File: src/rtl/wqf_pkg.sv
package wqf_pkg;
    localparam int DATA_W = 32;
    localparam int ADDR_W = 8;
    localparam int BE_W   = DATA_W / 8;

    localparam logic [ADDR_W-1:0] OFF_DATA = 8'h3C;
    localparam logic [ADDR_W-1:0] OFF_STAT = 8'h40;
    localparam logic [ADDR_W-1:0] OFF_CTRL = 8'h44;
    localparam logic [ADDR_W-1:0] OFF_ALRM = 8'h48;
    localparam logic [ADDR_W-1:0] OFF_RPTR = 8'h4C;
    localparam logic [ADDR_W-1:0] OFF_WPTR = 8'h50;

    localparam int ST_ERR  = 22;
    localparam int ST_UF   = 21;
    localparam int ST_OF   = 20;
    localparam int ST_FULL = 19;
    localparam int ST_HI   = 18;
    localparam int ST_LO   = 17;
    localparam int ST_EMP  = 16;

    typedef struct packed {
        logic push;
        logic pop;
        logic bad;
        logic clr;
        logic flush;
    } bus_evt_t;
endpackage

File: src/rtl/wqf_store.sv
module wqf_store #(
    parameter int DEPTH  = 16,
    parameter int DATA_W = 32,
    localparam int PTR_W = (DEPTH > 1) ? $clog2(DEPTH) : 1
) (
    input  logic              clk,
    input  logic              we,
    input  logic [PTR_W-1:0]  waddr,
    input  logic [DATA_W-1:0] wdata,
    input  logic [PTR_W-1:0]  raddr,
    output logic [DATA_W-1:0] rdata
);
    logic [DATA_W-1:0] mem_q [DEPTH];

    always_ff @(posedge clk) begin
        if (we) begin
            mem_q[waddr] <= wdata;
        end
    end

    assign rdata = mem_q[raddr];
endmodule

File: src/rtl/wqf_ctrl.sv
module wqf_ctrl #(
    parameter int DEPTH  = 16,
    localparam int PTR_W = (DEPTH > 1) ? $clog2(DEPTH) : 1,
    localparam int CNT_W = $clog2(DEPTH + 1)
) (
    input  logic              clk,
    input  logic              rst_n,
    input  wqf_pkg::bus_evt_t ev,
    output logic              push_ok,
    output logic [PTR_W-1:0]  rd_ptr,
    output logic [PTR_W-1:0]  wr_ptr,
    output logic [CNT_W-1:0]  level,
    output logic              uf,
    output logic              of,
    output logic              ae
);
    localparam logic [CNT_W-1:0] LVL_MAX = CNT_W'(DEPTH);
    localparam logic [PTR_W-1:0] PTR_TOP = PTR_W'(DEPTH - 1);

    typedef struct packed {
        logic [PTR_W-1:0] rp;
        logic [PTR_W-1:0] wp;
        logic [CNT_W-1:0] lvl;
        logic             uf;
        logic             of;
        logic             ae;
    } state_t;

    state_t st_q, st_d;
    logic   empty, full, pop_ok, pop_uf, push_of, clr_ok;

    function automatic logic [PTR_W-1:0] bump(input logic [PTR_W-1:0] p);
        return (p == PTR_TOP) ? '0 : p + PTR_W'(1);
    endfunction

    always_comb begin
        st_d    = st_q;
        empty   = (st_q.lvl == '0);
        full    = (st_q.lvl == LVL_MAX);
        pop_ok  = ev.pop && !empty;
        pop_uf  = ev.pop && empty;
        push_ok = ev.push && (!full || pop_ok);
        push_of = ev.push && !push_ok;
        clr_ok  = ev.clr && !(st_q.uf && empty) && !(st_q.of && full);

        if (pop_ok) begin
            st_d.rp = bump(st_q.rp);
        end
        if (push_ok) begin
            st_d.wp = bump(st_q.wp);
        end
        st_d.lvl = st_q.lvl + CNT_W'(push_ok) - CNT_W'(pop_ok);

        if (ev.flush) begin
            st_d.rp  = '0;
            st_d.wp  = '0;
            st_d.lvl = '0;
        end

        st_d.uf = (st_q.uf && !clr_ok) || pop_uf;
        st_d.of = (st_q.of && !clr_ok) || push_of;
        st_d.ae = (st_q.ae && !clr_ok) || ev.bad;
    end

    always_ff @(posedge clk or negedge rst_n) begin
        if (!rst_n) begin
            st_q <= '0;
        end else begin
            st_q <= st_d;
        end
    end

    assign rd_ptr = st_q.rp;
    assign wr_ptr = st_q.wp;
    assign level  = st_q.lvl;
    assign uf     = st_q.uf;
    assign of     = st_q.of;
    assign ae     = st_q.ae;
endmodule

File: src/rtl/wqf_regif.sv
module wqf_regif #(
    parameter int DEPTH  = 16,
    localparam int PTR_W = (DEPTH > 1) ? $clog2(DEPTH) : 1,
    localparam int CNT_W = $clog2(DEPTH + 1)
) (
    input  logic                         clk,
    input  logic                         rst_n,
    input  logic                         bus_wr,
    input  logic                         bus_rd,
    input  logic [wqf_pkg::ADDR_W-1:0]   bus_addr,
    input  logic [wqf_pkg::BE_W-1:0]     bus_be,
    input  logic [wqf_pkg::DATA_W-1:0]   bus_wdata,
    input  logic [PTR_W-1:0]             rd_ptr,
    input  logic [PTR_W-1:0]             wr_ptr,
    input  logic [CNT_W-1:0]             level,
    input  logic                         uf,
    input  logic                         of,
    input  logic                         ae,
    input  logic [wqf_pkg::DATA_W-1:0]   head,
    output wqf_pkg::bus_evt_t            ev,
    output logic [wqf_pkg::DATA_W-1:0]   bus_rdata
);
    import wqf_pkg::*;

    localparam int WORD_W = ADDR_W - 2;
    localparam logic [CNT_W:0] DEPTH_X = (CNT_W + 1)'(DEPTH);

    typedef struct packed {
        logic [CNT_W-1:0] thr;
    } cfg_t;

    cfg_t              cfg_q, cfg_d;
    logic [WORD_W-1:0] word;
    logic              sel_data, sel_stat, sel_ctrl, sel_alrm;
    logic              be_full, empty, full, hi, lo;
    logic [DATA_W-1:0] stat_word;

    always_comb begin
        word     = bus_addr[ADDR_W-1:2];
        sel_data = (word == OFF_DATA[ADDR_W-1:2]);
        sel_stat = (word == OFF_STAT[ADDR_W-1:2]);
        sel_ctrl = (word == OFF_CTRL[ADDR_W-1:2]);
        sel_alrm = (word == OFF_ALRM[ADDR_W-1:2]);
        be_full  = &bus_be;

        ev.push  = bus_wr && sel_data && be_full;
        ev.pop   = bus_rd && sel_data && be_full;
        ev.bad   = (bus_wr || bus_rd) && sel_data && !be_full;
        ev.clr   = bus_wr && sel_stat && bus_be[ST_ERR/8] && bus_wdata[ST_ERR];
        ev.flush = bus_wr && sel_ctrl && bus_be[0] && bus_wdata[0];

        cfg_d = cfg_q;
        if (bus_wr && sel_alrm && bus_be[0]) begin
            cfg_d.thr = bus_wdata[CNT_W-1:0];
        end
    end

    always_ff @(posedge clk or negedge rst_n) begin
        if (!rst_n) begin
            cfg_q <= '0;
        end else begin
            cfg_q <= cfg_d;
        end
    end

    always_comb begin
        empty = (level == '0);
        full  = (level == CNT_W'(DEPTH));
        hi    = (level >= cfg_q.thr);
        lo    = ({1'b0, level} + {1'b0, cfg_q.thr}) <= DEPTH_X;

        stat_word          = '0;
        stat_word[ST_ERR]  = uf || of || ae;
        stat_word[ST_UF]   = uf;
        stat_word[ST_OF]   = of;
        stat_word[ST_FULL] = full;
        stat_word[ST_HI]   = hi;
        stat_word[ST_LO]   = lo;
        stat_word[ST_EMP]  = empty;

        bus_rdata = '0;
        unique case (bus_addr[ADDR_W-1:2])
            OFF_DATA[ADDR_W-1:2]: bus_rdata = (be_full && !empty) ? head : '0;
            OFF_STAT[ADDR_W-1:2]: bus_rdata = stat_word;
            OFF_ALRM[ADDR_W-1:2]: bus_rdata = DATA_W'(cfg_q.thr);
            OFF_RPTR[ADDR_W-1:2]: bus_rdata = DATA_W'(rd_ptr);
            OFF_WPTR[ADDR_W-1:2]: bus_rdata = DATA_W'(wr_ptr);
            default:              bus_rdata = '0;
        endcase
    end
endmodule

File: src/rtl/wqf_top.sv
module wqf_top #(
    parameter int DEPTH = 16
) (
    input  logic        clk,
    input  logic        rst_n,
    input  logic        bus_wr,
    input  logic        bus_rd,
    input  logic [7:0]  bus_addr,
    input  logic [3:0]  bus_be,
    input  logic [31:0] bus_wdata,
    output logic [31:0] bus_rdata
);
    localparam int PTR_W = (DEPTH > 1) ? $clog2(DEPTH) : 1;
    localparam int CNT_W = $clog2(DEPTH + 1);

    wqf_pkg::bus_evt_t ev;
    logic              push_ok;
    logic [PTR_W-1:0]  rd_ptr, wr_ptr;
    logic [CNT_W-1:0]  level;
    logic              uf, of, ae;
    logic [31:0]       head;

    wqf_regif #(.DEPTH(DEPTH)) u_regif (
        .clk       (clk),
        .rst_n     (rst_n),
        .bus_wr    (bus_wr),
        .bus_rd    (bus_rd),
        .bus_addr  (bus_addr),
        .bus_be    (bus_be),
        .bus_wdata (bus_wdata),
        .rd_ptr    (rd_ptr),
        .wr_ptr    (wr_ptr),
        .level     (level),
        .uf        (uf),
        .of        (of),
        .ae        (ae),
        .head      (head),
        .ev        (ev),
        .bus_rdata (bus_rdata)
    );

    wqf_ctrl #(.DEPTH(DEPTH)) u_ctrl (
        .clk     (clk),
        .rst_n   (rst_n),
        .ev      (ev),
        .push_ok (push_ok),
        .rd_ptr  (rd_ptr),
        .wr_ptr  (wr_ptr),
        .level   (level),
        .uf      (uf),
        .of      (of),
        .ae      (ae)
    );

    wqf_store #(.DEPTH(DEPTH), .DATA_W(32)) u_store (
        .clk   (clk),
        .we    (push_ok),
        .waddr (wr_ptr),
        .wdata (bus_wdata),
        .raddr (rd_ptr),
        .rdata (head)
    );
endmodule

File: config.mk
export PLATFORM = sky130hd
export DESIGN_NAME = wqf_top
export DESIGN_NICKNAME = d
export VERILOG_FILES = /design/src/rtl/wqf_pkg.sv /design/src/rtl/wqf_store.sv /design/src/rtl/wqf_ctrl.sv /design/src/rtl/wqf_regif.sv /design/src/rtl/wqf_top.sv
export SDC_FILE = /design/constraint.sdc
export NUM_CORES = 1
export LEC_CHECK = 0
export CORE_AREA = 2 2 306 247
export CTS_BUF_LIST = sky130_fd_sc_hd__clkbuf_2 sky130_fd_sc_hd__clkbuf_4 sky130_fd_sc_hd__clkbuf_8
export CTS_CLUSTER_DIAMETER = 80
export DETAILED_ROUTE_END_ITERATION = 6
export DIE_AREA = 0 0 308 249
export GPL_TIMING_DRIVEN = 0
export HOLD_SLACK_MARGIN = 0.12
export PLACE_DENSITY = 0.44
export SLEW_MARGIN = 20
export SYNTH_ARGS = -nofsm -noshare
export SYNTH_HDL_FRONTEND = slang
export SYNTH_SLANG_ARGS = --single-unit
File: constraint.sdc
create_clock -name clk -period 6 [get_ports clk]
set_input_delay 0.9 -clock clk [delete_from_list [all_inputs] [get_ports clk]]
set_output_delay 0.9 -clock clk [all_outputs]
set_load 0.01 [all_outputs]
# --- Word level (Yosys, flattened, before mapping) ---
# Memory sizes are Yosys's and may differ from the RTL's.
# Index checks and enable logic that the tools add are counted.
totals:
  ff_bits: 21
  mem_bits_rw: 512
  input_bits: 48
  output_inout_bits: 32
  word_cells: 77
  memories: 1
op_classes:
  add_sub_neg: 5
  n_lt_le_gt_ge: 2
  n_eq_ne: 9
  muxes: 9
  reduce_logical: 44
memory_table:
  columns: ["memory", "depth", "word_bits", "read_ports", "rd_clocked_by_memory_dff", "wr", "line", "source"]
  rows:
  - ["u_store.mem_q", 16, 32, 1, 0, 1, "wqf_store.sv:13", "logic [DATA_W-1:0] mem_q [DEPTH];"]
op_table:
  columns: ["cell", "count"]
  rows:
  - ["$pmux 32 s5", 1]
  - ["$mux 32", 1]
  - ["$eq 6x5->1 const B", 5]
  - ["$logic_and 1x1->1", 26]
  - ["$mux 4", 4]
  - ["$mux 13", 1]
  - ["$add 4x1->4 const B", 2]
  - ["$eq 4x4->1 const B", 2]
  - ["$logic_not 1->1", 7]
  - ["$logic_or 1x1->1", 7]
  - ["$add 5x5->6", 1]
  - ["$eq 6x4->1 const B", 1]
  - ["$le 6x5->1 const B", 1]
  - ["$add 5x1->5", 1]
  - ["$eq 5x5->1 const B", 1]
  - ["$ge 5x5->1", 1]
  - ["$logic_not 5->1", 1]
  - ["$sub 5x1->5", 1]
  - ["$reduce_and 4->1", 1]
  - ["$reduce_bool 2->1", 2]
  - ["$mux 1", 2]

# --- Longest topological paths before layout ---
logic_depth:
  ltp_word: 9
  mapped_depth: 14
  mapped_depth_nobuf: 14

# --- Hierarchy ---
# From an unflattened synthesis, not the netlist that was laid out.
hier_totals:
  hier_cells: 1024
  area_unflattened_um2: 21159.0
modules_own_cells:
  columns: ["module", "n_inst", "cells_each", "area_each_um2", "seq_area_each_um2"]
  rows:
  - ["wqf_store", 1, 806, 19213.4, 15374.7]
  - ["wqf_ctrl", 1, 97, 980.9, 400.4]
  - ["wqf_regif", 1, 121, 964.7, 125.1]

# --- Least setup slack after synthesis ---
# OpenSTA, ideal clock, no wires.
synth_path:
  kind: "input -> register"
  start: "in bus_be[2]"
  end: "mem u_store.mem_q[0][0], enable pin"
  setup_time_ns: 0.513
  t_arrival_ns: 5.073
  required_ns: 5.487
  path_slack_ns: 0.414
  path_stages: 5
  path_buffers: 1
  cell_sequence: "nand4_1 -> nor3_2 -> nand3_1 -> buf_2 -> nor4b_1"
synth_via:
  elab_chain_cells: 7
  word_cells_on_any_way: 8
  classes_between: "mux: 2; reduce/logical: 6"
synth_lines:
  columns: ["element", "line", "source"]
  rows:
  - ["from (decl)", "wqf_top.sv:9", "input logic [3:0] bus_be,"]
  - ["$reduce_and 4->1 (*)", "wqf_regif.sv:44", "be_full = &bus_be;"]
  - ["$logic_and 1x1->1", "wqf_regif.sv:47", "ev.pop = bus_rd && sel_data && be_full;"]
  - ["$logic_and 1x1->1", "wqf_ctrl.sv:40", "pop_ok = ev.pop && !empty;"]
  - ["$logic_or 1x1->1", "wqf_ctrl.sv:42", "push_ok = ev.push && (!full || pop_ok);"]
  - ["$logic_and 1x1->1 (*)", "wqf_ctrl.sv:42", null]
  - ["$mux 1 (*)", "wqf_store.sv:16", "if (we) begin"]
  - ["$mux 1 (not written as such) (*)", "wqf_store.sv:17", "mem_q[waddr] <= wdata;"]
  - ["to (decl)", "wqf_store.sv:13", null]
# Every way passes the cells marked *; elsewhere a longest branch is shown, timed or not.

# --- Final worst setup path ---
layout_path:
  start: "in bus_be[2]"
  end: "out bus_rdata[27]"
layout_via:
  elab_chain_cells: 4
layout_lines:
  columns: ["element", "line", "source"]
  rows:
  - ["$reduce_and 4->1", "wqf_regif.sv:44", null]
  - ["$logic_and 1x1->1", "wqf_regif.sv:83", "OFF_DATA[ADDR_W-1:2]: bus_rdata = (be_full && !empty) ? head : '0;"]
  - ["$mux 32", "wqf_regif.sv:83", null]
  - ["$pmux 32 s5", "wqf_regif.sv:82", "unique case (bus_addr[ADDR_W-1:2])"]
  - ["to (decl)", "wqf_top.sv:11", "output logic [31:0] bus_rdata"]
# Every way passes these cells.

==> run summary <==
Fmax -> 191 MHz
Placed inst area -> 23,600 um^2
Fin. max-slew vios -> 0
Reg power frac -> 54.3%
LEAKAGE -> 7.91 nW
Top FF cell, synth -> edfxtp_1
Share of layout cells above drive strength 1 -> 28.4%
Critical Path Source Type -> primary input
Total Routing Usage GR -> 14.9%
# H-tree levels -> 3
Clock-pin slew on the worst setup and hold paths -> 0.07 ns
RR Endpoint -> u_ctrl.level[4]
Delay-heaviest family, CP -> simple AND/OR/NAND/NOR gates
CTS sink count -> 533
Clock network fraction of design power -> 41.4%
Distinct cells, synth -> 59
Area Overhead vs Synth -> 19.3%
Commonest cells in the netlist -> edfxtp_1, mux4_2, o21ai_0, nand2_1
Full die area -> 76,700 um^2
Int Pwr -> 5.94 mW
Final HPWL DP -> 33.9 mm
YS warnings -> 0
R2R Setup Slk -> 2.37 ns
Total power -> 7.60 mW
Crit path depth -> 7
CTS tree -> built
DRT Wirelength -> 56.4 mm
Net Sw Frac -> 21.8%
Synth Cell Area -> 21,200 um^2
Vias in the first global route -> 11,512
Cell area after layout -> 25,300 um^2
CP Capture Type -> primary output
Vias per cell -> 4.84
Post-synth ARST share -> 3.94%
Crit path time final -> 5.24 ns
Synth top area cells -> edfxtp_1, mux4_2, dfrtp_1
DRC -> 0
Setup Fix Bufs, Post-CTS -> 0
Crit-path max cell delay -> 0.72 ns
Max-cap viol count -> 0
Crit Reg-Reg Startpoint -> u_ctrl.level[2]
Comb pwr share -> 4.3%
Peak VDD IR -> 125 uV
Syn_nets -> 1,104
IO buf count -> 77
PD cells -> 300 nW/um^2
Seq/Total Area, Yosys -> 74.9%
Crit-path most repeated cell -> clkdlybuf4s50_1
Crit path arrival time -> 4.34 ns
Worst r2r path cells -> 14
NetSw -> 1.66 mW
Buf/Inv on CP -> 3
Final critical-path share of the clock period -> 87.3%
Post-synthesis area per instance -> 20.5 um^2
GRT overflow -> 0
Worst-path cell chain -> clkdlybuf4s50_1 > nand4_1 > nor3_2 > nand2_1 > clkbuf_1 > nor3_1 > clkdlybuf4s50_1
First-pass GRT wire length -> 81.8 mm
Antenna viol nets, final -> 0
Worst skew pair latency -> 0.69 ns
RSZ-0062 raised after global routing -> no
Drt first-iter violations -> 897
Final setup violation count -> 0
CP required -> 5.10 ns
Synth Instances -> 1,033
Post-DR wirelength/cell -> 25.0 um
Hold bufs inserted after CTS -> 0
Slowest-stage cell, CP -> nor3_1
Die W -> 308 um
Final clock skew -> 0.0258 ns
Crit Path Category -> in -> out
Least-Margin Pin Slew -> 1.02 ns
Drt pass-1 iters -> 7
Core area -> 73,500 um^2
Root buffer cell -> clkbuf_8
Largest net degree at the start of global routing -> 33
TritonCTS Buffers -> 88
GPL Wtd Cong -> 0.787
Routed via count -> 10,918
# rows -> 89
Leading area contributor after synthesis -> edfxtp_1
Endpoints failing hold -> 0
Nets -> 1,313
Die height -> 249 um
Status -> completed
Initial antenna violation count -> 3
Number of synthesized register bits -> 533
Highest fanout seen on the critical path -> 10
Clock tree buffer depth -> 3
Max-slew headroom -> 32.3%
Post-synth EDFFs -> 512
IO Pins -> 80
Yosys top cell area share -> 72.5%
Hold Crit Class -> in -> async
Most common cell in the netlist -> edfxtp_1
Starting Density -> 28.9%
Gates resized, CTS repair -> 0
-- state kept, by name (all words and copies together) (netlist names) --
register	count
u_ctrl.rd_ptr	4
u_ctrl.wr_ptr	4
u_ctrl.ae	1
u_ctrl.level	5
u_ctrl.of	1
u_ctrl.uf	1
u_regif.cfg_q	5
u_store.mem_q	512
-- worst max path at each step --
stage                          from                   end  slack [ns]
after CTS                 bus_be[2]         bus_rdata[25]        0.60
final                     bus_be[2]         bus_rdata[27]        0.76
after detailed placement  bus_be[2]         bus_rdata[25]        0.60
after floorplan           bus_be[2]   u_store.mem_q[0][0]        0.41
after global routing      bus_be[2]         bus_rdata[25]        0.52
after global placement    bus_be[2]  u_store.mem_q[0][28]       -6.08
-- per-layer routing --
metal / vias up / track usage, % / wire, um
met2: 278 / 23.0 / 26200
met3: 81 / 3.18 / 2540
li1: 4709 / - / -
met5: - / 0 / 10
met4: 2 / 3.61 / 1040
met1: 5848 / 21.4 / 26600
-- area by class of cell --
cell class,count,area (um^2)
antenna,2,5.00
fill,6944,48200
inverter,19,71.3
buffer,49,251
clock inverter,33,244
sequential,533,15900
tap,955,1190
clock buffer,116,1450
multi-input combinational,432,5050
timing repair buffer,119,1150
-- cells by family (layout without fill, tap and decap cells) --
group                      count (synthesis)  in the layout  synth area share [%]
DFF                                      533            533                  74.9
muxes                                    151            151                  14.5
and+or+nand+nor                          147            147                  4.19
AOI/OAI and AO/OA                        103            103                  3.06
buffers and inverters                     68            336                  1.52
adders and majority gates                 23             23                  1.43
xor gates and xnor gates                   8              8                 0.330
other                                      0              2                     0
-- power groups by stage --
stage	Combinational (mW)	Clock [mW]	Sequential (mW)
final	0.327	3.15	4.12
after global routing	0.369	3.41	4.12
after CTS	0.329	3.25	4.12
after detailed placement	0.328	0	4.20
after global placement	0.323	0	4.20
after floorplan	0.199	0	4.19
-- cells in the final DEF, fill, tap and decap left out, drive strengths merged, types with 22 or more instances in the layout --
cell type / n
clkbuf: 134
o22ai: 22
mux2i: 22
nand2b: 23
clkdlybuf4s50: 76
nand2: 27
edfxtp: 512
mux4: 125
inv: 22
buf: 74
clkinv: 24
nor3: 26
o21ai: 37
-- worst register-to-register path: stages (launching register included) --
cell and delay [ns]:
dfrtp_1 0.44, inv_1 0.11, ha_1 0.21, nor4b_2 0.76
nor4_4 0.12, nand2_1 0.19, inv_1 0.07, ha_1 0.26
inv_1 0.04, ha_1 0.21, fa_1 0.43, a21oi_1 0.15
nor2_1 0.07, or3_1 0.35, a21oi_1 0.15
-- stage by stage --
stage	util, %	cells	setup slack, ns	hold WS [ns]	setup TNS, ns
after global routing	34.4	2257	0.522	0.209	0
after global placement	31.5	2065	-6.08	0.473	-726.28
final	34.4	2258	0.763	0.222	0
after floorplan	-	1033	0.414	0.452	0
after detailed placement	32.1	2107	0.602	0.484	0
after CTS	34.4	2256	0.596	0.183	0
Power figures use the tool's default switching activity.
